## src/rtl/grid_nms.sv

```systemverilog
`timescale 1ns/1ps
module grid_nms #(
  parameter int IMG_W      = 64,
  parameter int IMG_H      = 16,
  parameter int SCORE_W    = 8,
  parameter int RADIUS     = 1,
  parameter int LANES      = 32,
  parameter int W_MULT     = 1,
  parameter int H_BASE     = 4,
  parameter int PYR_LEVELS = 2,
  parameter int LEVEL      = 0,
  localparam int SW  = IMG_W + RADIUS,
  localparam int SH  = IMG_H + RADIUS,
  localparam int XW  = $clog2(SW + 1),
  localparam int YW  = $clog2(SH + 1),
  localparam int OXW = XW + LEVEL,
  localparam int OYW = YW + LEVEL
) (
  input  logic               clk,
  input  logic               rst,
  input  logic               in_valid,
  input  logic [SCORE_W-1:0] in_score,
  output logic               in_ready,
  output logic               out_valid,
  output logic [SCORE_W-1:0] out_score,
  output logic [OXW-1:0]     out_x,
  output logic [OYW-1:0]     out_y,
  output logic               out_empty
);
  localparam int CELL_W = (LANES * W_MULT) >> LEVEL;
  localparam int CELL_H = (H_BASE << (PYR_LEVELS - 1)) >> LEVEL;
  localparam int LN     = (CELL_W < LANES) ? CELL_W : LANES;
  localparam int DEPTH  = $clog2(LN);
  localparam int NCX    = (IMG_W + CELL_W - 1) / CELL_W;
  localparam int CW     = (NCX > 1) ? $clog2(NCX) : 1;
  localparam int LW     = (LN > 1) ? $clog2(LN) : 1;
  localparam int D      = 2 * RADIUS + 1;
  localparam int AW     = (IMG_W > 1) ? $clog2(IMG_W) : 1;

  logic [XW-1:0] sx;
  logic [YW-1:0] sy;
  logic in_img, step;
  logic [SCORE_W-1:0] v;

  assign in_img   = (sx < XW'(IMG_W)) && (sy < YW'(IMG_H));
  assign in_ready = in_img;
  assign step     = in_img ? in_valid : 1'b1;
  assign v        = in_img ? in_score : '0;

  always_ff @(posedge clk) begin
    if (rst) begin
      sx <= '0;
      sy <= '0;
    end else if (step) begin
      if (sx == XW'(SW - 1)) begin
        sx <= '0;
        sy <= (sy == YW'(SH - 1)) ? '0 : sy + 1'b1;
      end else begin
        sx <= sx + 1'b1;
      end
    end
  end

  // line buffers: lb[0] is the previous line
  logic [SCORE_W-1:0] lb [2*RADIUS][IMG_W];
  logic [AW-1:0] sxi;
  logic col_in;
  assign sxi    = sx[AW-1:0];
  assign col_in = sx < XW'(IMG_W);

  always_ff @(posedge clk) begin
    if (step && col_in) begin
      lb[0][sxi] <= v;
      for (int j = 1; j < 2*RADIUS; j++) lb[j][sxi] <= lb[j-1][sxi];
    end
  end

  logic [SCORE_W-1:0] nc  [D];
  logic [SCORE_W-1:0] win [D][D-1];
  logic [SCORE_W-1:0] m   [D][D];

  always_comb begin
    for (int r = 0; r < D; r++) nc[r] = '0;
    if (col_in) begin
      nc[D-1] = v;
      for (int j = 0; j < 2*RADIUS; j++) nc[D-2-j] = lb[j][sxi];
    end
  end

  always_ff @(posedge clk) begin
    if (step)
      for (int r = 0; r < D; r++)
        for (int c = 0; c < D-1; c++)
          win[r][c] <= (c == D-2) ? nc[r] : win[r][c+1];
  end

  always_comb begin
    for (int r = 0; r < D; r++)
      for (int c = 0; c < D; c++) begin
        m[r][c] = (c == D-1) ? nc[r] : win[r][c];
        if (int'(sx) + c < 2*RADIUS || int'(sy) + r < 2*RADIUS) m[r][c] = '0;
      end
  end

  // window test, one ring per distance from the centre
  logic [SCORE_W-1:0] cs;
  logic [RADIUS-1:0]  ring_ok;
  logic center_ok, cand;
  logic [XW-1:0] cx;
  logic [YW-1:0] cy;

  assign cs        = m[RADIUS][RADIUS];
  assign center_ok = step && (int'(sx) >= RADIUS) && (int'(sy) >= RADIUS);
  assign cx        = sx - XW'(RADIUS);
  assign cy        = sy - YW'(RADIUS);

  always_comb begin
    ring_ok = '1;
    for (int r = 0; r < D; r++)
      for (int c = 0; c < D; c++) begin
        int dr, dc, dd;
        dr = (r > RADIUS) ? r - RADIUS : RADIUS - r;
        dc = (c > RADIUS) ? c - RADIUS : RADIUS - c;
        dd = (dr > dc) ? dr : dc;
        if (dd > 0 && m[r][c] > cs) ring_ok[dd-1] = 1'b0;
      end
  end
  assign cand = center_ok && (&ring_ok) && (cs != '0);

  // per-lane running best for each cell column of the current cell row
  logic [CW-1:0] ccol;
  logic [LW-1:0] lane;
  logic last_col, last_row, cell_done;
  assign ccol      = CW'(int'(cx) / CELL_W);
  assign lane      = LW'(int'(cx) % LN);
  assign last_col  = (int'(cx) % CELL_W == CELL_W - 1) || (int'(cx) == IMG_W - 1);
  assign last_row  = (int'(cy) % CELL_H == CELL_H - 1) || (int'(cy) == IMG_H - 1);
  assign cell_done = center_ok && last_col && last_row;

  logic [SCORE_W-1:0] ls [NCX][LN];
  logic [XW-1:0]      lx [NCX][LN];
  logic [YW-1:0]      ly [NCX][LN];
  logic               fl_go;
  logic [CW-1:0]      fl_cell;
  logic [SCORE_W-1:0] cur;
  logic               upd;

  assign cur = (fl_go && fl_cell == ccol) ? '0 : ls[ccol][lane];
  assign upd = cand && (cs > cur);

  // halving tree over the lanes of the finished cell
  logic [SCORE_W-1:0] ts [DEPTH+1][LN];
  logic [XW-1:0]      tx [DEPTH+1][LN];
  logic [YW-1:0]      ty [DEPTH+1][LN];

  always_comb begin
    for (int k = 0; k <= DEPTH; k++)
      for (int i = 0; i < LN; i++) begin
        ts[k][i] = '0; tx[k][i] = '0; ty[k][i] = '0;
      end
    for (int i = 0; i < LN; i++) begin
      ts[0][i] = ls[fl_cell][i];
      tx[0][i] = lx[fl_cell][i];
      ty[0][i] = ly[fl_cell][i];
    end
    for (int k = 1; k <= DEPTH; k++)
      for (int i = 0; i < (LN >> k); i++) begin
        int b;
        logic bw;
        b  = i + (LN >> k);
        bw = (ts[k-1][b] > ts[k-1][i]) ||
             ((ts[k-1][b] == ts[k-1][i]) &&
              ((ty[k-1][b] < ty[k-1][i]) ||
               ((ty[k-1][b] == ty[k-1][i]) && (tx[k-1][b] < tx[k-1][i]))));
        ts[k][i] = bw ? ts[k-1][b] : ts[k-1][i];
        tx[k][i] = bw ? tx[k-1][b] : tx[k-1][i];
        ty[k][i] = bw ? ty[k-1][b] : ty[k-1][i];
      end
  end

  always_ff @(posedge clk) begin
    if (rst) begin
      for (int c = 0; c < NCX; c++)
        for (int l = 0; l < LN; l++) begin
          ls[c][l] <= '0; lx[c][l] <= '0; ly[c][l] <= '0;
        end
      fl_go     <= 1'b0;
      fl_cell   <= '0;
      out_valid <= 1'b0;
      out_score <= '0;
      out_x     <= '0;
      out_y     <= '0;
      out_empty <= 1'b0;
    end else begin
      fl_go     <= cell_done;
      fl_cell   <= ccol;
      out_valid <= fl_go;
      if (fl_go) begin
        out_score <= ts[DEPTH][0];
        out_x     <= OXW'(tx[DEPTH][0]) << LEVEL;
        out_y     <= OYW'(ty[DEPTH][0]) << LEVEL;
        out_empty <= (ts[DEPTH][0] == '0);
        for (int l = 0; l < LN; l++) begin
          ls[fl_cell][l] <= '0; lx[fl_cell][l] <= '0; ly[fl_cell][l] <= '0;
        end
      end
      if (upd) begin
        ls[ccol][lane] <= cs;
        lx[ccol][lane] <= cx;
        ly[ccol][lane] <= cy;
      end
    end
  end


  stall_hold_chk: assert property (@(posedge clk) disable iff (rst)
    (in_ready && !in_valid) |=> ($stable(sx) && $stable(sy)));


  pad_advance_chk: assert property (@(posedge clk) disable iff (rst)
    !in_ready |=> !($stable(sx) && $stable(sy)));


  out_range_chk: assert property (@(posedge clk) disable iff (rst)
    out_valid |-> ((out_x < OXW'(IMG_W << LEVEL)) && (out_y < OYW'(IMG_H << LEVEL))));


  out_cell_chk: assert property (@(posedge clk) disable iff (rst)
    (out_valid && !out_empty) |-> ((int'(out_x >> LEVEL) / CELL_W) == int'($past(fl_cell))));

  for (genvar gc = 0; gc < NCX; gc++) begin : g_mono
    for (genvar gl = 0; gl < LN; gl++) begin : g_lane

      lane_mono_chk: assert property (@(posedge clk) disable iff (rst)
        !(fl_go && fl_cell == CW'(gc)) |=> (ls[gc][gl] >= $past(ls[gc][gl])));
    end
  end
endmodule

```

## config.mk

```make
export PLATFORM = sky130hd
export DESIGN_NAME = grid_nms
export DESIGN_NICKNAME = d
export VERILOG_FILES = /design/src/rtl/grid_nms.sv
export SDC_FILE = /design/constraint.sdc
export NUM_CORES = 2
export LEC_CHECK = 0
export BUFFER_PORTS_ARGS = -buffer_cell sky130_fd_sc_hd__buf_2
export CAP_MARGIN = 20
export CORE_MARGIN = 5
export CORE_UTILIZATION = 64
export CTS_CLUSTER_DIAMETER = 80
export DETAILED_ROUTE_END_ITERATION = 8
export PLACE_DENSITY = 0.77
export SLEW_MARGIN = 20
export SYNTH_ARGS = -nofsm -noshare
export SYNTH_HDL_FRONTEND = slang
export SYNTH_SLANG_ARGS = --single-unit
export TNS_END_PERCENT = 50
```

## constraint.sdc

```tcl
create_clock -name clk -period 18.2 [get_ports clk]
set_input_delay 3.64 -clock clk [delete_from_list [all_inputs] [get_ports clk]]
set_output_delay 3.64 -clock clk [all_outputs]
set_load 0.005 [all_outputs]
```

==> impl_metrics.toml <==
[run_status]
status = "complete, no violations"

[synthesis]
syn_avg_cell_area_um2 = 13.56
synth-main-ff-cell = "edfxtp_1"
synth.top_cells.by_area = "edfxtp_1, mux4_2, ha_1"
ys_seq_area_share_pct = 58.89
synth_edf_count = 2352
synth-seq-cells = 2388
synth_cell_types = 111
synth_top_cell_by_area = "edfxtp_1"
synth-warning-count = 0
synth_top_area_share_pct = 58.29
synthCells = 8935
synth_area_um2 = 121200
async_reset_ff_share_pct = 0

[final_layout]
final_net_count = 9688
n_fill_cell = 11970
final_core_util_pct = 70.71
area_growth_pct = 9.725
drive_above_1_share_pct = 16.45
regArea_um2 = 71370
multi_input_area_um2 = 47310

[clock_network]
clkLatencyLatePin_ns = 0.93
cts_max_level = 4
hold_buffers = 0
cts_buffer_depth = 3
cts_resized = 0
tritoncts = "built"
cts_setup_buffers = 0
clkSinkCount = 2388
cts_root_buffer = "clkbuf_16"
cts_made_buffers = 235
clkTransAtPathRegs_ns = 0.07

[routing]
drc = 0
wire_per_inst_um = 32.87
totalWireLength_um = 385900
first_pass_iters = 7
viasPerCell = 6.930
vias = 81350
ant_nets = 0
drt_iter0_drc = 12340

[floorplan]
fp-row-count = 159
die_width_um = 445.1
start_util_pct = 64.45
die_h_um = 445.1
ios = 34
die_area_um2 = 198100
coreArea_um2 = 188000

[sta]
post-route-min-period_ns = 15.70
worst_pin_slew_ns = 1.231
setup_tns_ns = 0
fmax_mhz = 63.71
hold_viol_final = 0
skew_ns = 0.08125
timing.final.crit_share_pct = 86.24
rsz0062_at_grt = "false"
maxSlewHeadroom_pct = 17.05
hold_ws_ns = 0.4468
setup_viol = 0
slew_violations = 0

[flow_run]
drv_cap = 0

[global_routing]
track_usage_pct = 38.78
grt_max_degree = 106
grt_antenna_before_repair = 43
grt_pass1_vias = 79430
overflow = 0
grt_pass1_wl_um = 553900

[place]
portBuffers = 33
finalWeightedCongestion = 1.019
hpwl_um = 250300

[setup_path]
worstPathMaxFanout = 63
endpoint_kind = "flop"
arrival_ns = 16.49
start_kind = "flop"
critPathMostFrequentCell = "nand2_1"
slowest_stage = "buf_4"
path_class = "reg2reg"
required_ns = 19.00
slowest_delay_ns = 0.83

[power_and_ir_drop]
power_leakage_uw = 0.05030
powerDensity_nw_per_um2 = 146.1
ir_worst_vdd_v = 0.0005560

[min_path]
hold_path.class = "reg2reg"
==> state kept, by name, indices dropped and copies added, names as in the netlist <==
register and count:
lb 1024, ls 512, lx 448, ly 320, win 48, out_score 8, out_x 7, sx 7
out_y 5, sy 5, fl_cell 1, fl_go 1, out_empty 1, out_valid 1
==> layout by cell type, fill, tap and decap left out, types with 16 or more instances in the layout <==
master        n
buf_4       201
nor3_1       32
a211oi_1     43
and2_1       81
o22ai_1      29
o211ai_1     24
conb_1      128
nand4_1      84
clkbuf_16   235
nand2b_1     65
mux2i_1     449
clkbuf_1     41
ha_1        653
and3_1       30
clkinv_1     44
o31ai_1      57
mux2_2      305
nand2_1     494
nor2_1     1404
clkinv_2     49
a31oi_1      50
dfxtp_1      29
edfxtp_1   2352
buf_2        33
nand3_1     107
o21a_1       68
mux4_2      488
o21ai_0     326
a21o_1      119
nor2b_1      74
diode_2      16
a21oi_1     360
o31a_1       21
bufinv_16    33
inv_1       313
==> worst paths after layout <==
| check | start | endpoint | slack, ns | cells past startpoint |
|---|---|---|---|---|
| max | fl_cell | out_empty | 2.50 | 51 |
| min | win[0][3] | win[0][11] | 0.45 | 0 |
| max reg2reg | fl_cell | out_empty | 2.50 | 51 |
| min reg2reg | win[0][3] | win[0][11] | 0.45 | 0 |
==> layout make-up <==
cell class / count / area share [%]
diodes: 16 / 0.03012
well taps: 2495 / 2.348
repair buffers: 245 / 1.405
clock buffers: 276 / 4.539
inverters: 317 / 0.8988
flip-flops and latches: 2388 / 53.69
clock inverters: 167 / 1.502
multi-input cells: 5835 / 35.59
==> synthesized netlist by cell type, types with 13 or more instances <==
cell,number
nand2b_1,65
nor2b_1,74
ha_1,655
a31oi_1,50
buf_1,61
a2111oi_0,13
edfxtp_1,2352
dfxtp_1,36
nor3_1,37
o211ai_1,24
o211a_1,13
and2_1,89
nand4_1,84
nand2_1,513
inv_1,315
o21a_1,68
o31ai_1,57
a21o_1,119
clkbuf_1,382
o22ai_1,29
buf_2,57
and3_1,30
a21oi_1,365
o21ai_0,329
a211oi_1,43
mux2_2,305
o31a_1,22
mux4_2,488
mux2i_1,449
nand3_1,107
nor2_1,1409
==> logic make-up after synthesis <==
| family | after synthesis | share of synthesized area (%) |
|---|---|---|
| fa+ha+maj | 657 | 6.781 |
| mux | 1245 | 15.66 |
| simple gates | 2492 | 8.855 |
| buf+inv | 839 | 2.757 |
| other cells | 1 | 0.003095 |
| compound gates | 1296 | 6.927 |
| xor+xnor | 17 | 0.1229 |
| flops | 2388 | 58.89 |
==> stage by stage <==
step           cells  setup WS, ns  instance area [um2]  power (uW)
4_1_cts        11710         2.672               132700       19220
5_1_grt        11720         1.842               132900       20300
3_5_place_dp   11270         2.680               124700       14150
6_report       11740         2.504               132900       19420
2_1_floorplan   9062         3.060               121600       11710
3_3_place_gp   11270         2.732               124700       14090
==> worst max-delay path, delay by kind of cell, from the launching register on <==
kind | cells | cell delay (ns)
muxes | 3 | 1.20
adders and majority gates | 5 | 1.69
buffers and inverters | 4 | 1.75
AOI/OAI and AO/OA | 26 | 7.41
DFF | 1 | 0.71
and+or+nand+nor | 13 | 2.66
==> metal layers <==
layer,global-route usage (%),vias up,part of all wire [%]
met2,59.58,5908,45
met5,0,-,0.068
met4,19.47,32,6.3
met1,51.18,40210,35
li1,-,33940,-
met3,11.25,1257,13
==> report_power, final <==
| part | internal, uW | switching (uW) | leakage [uW] |
|---|---|---|---|
| logic | 2860 | 5200 | 0.0233 |
| clock network | 2870 | 2240 | 0.00390 |
| registers | 6190 | 62.7 | 0.0231 |
| total | 11900 | 7510 | 0.0503 |
Power figures use the tool's default switching activity.
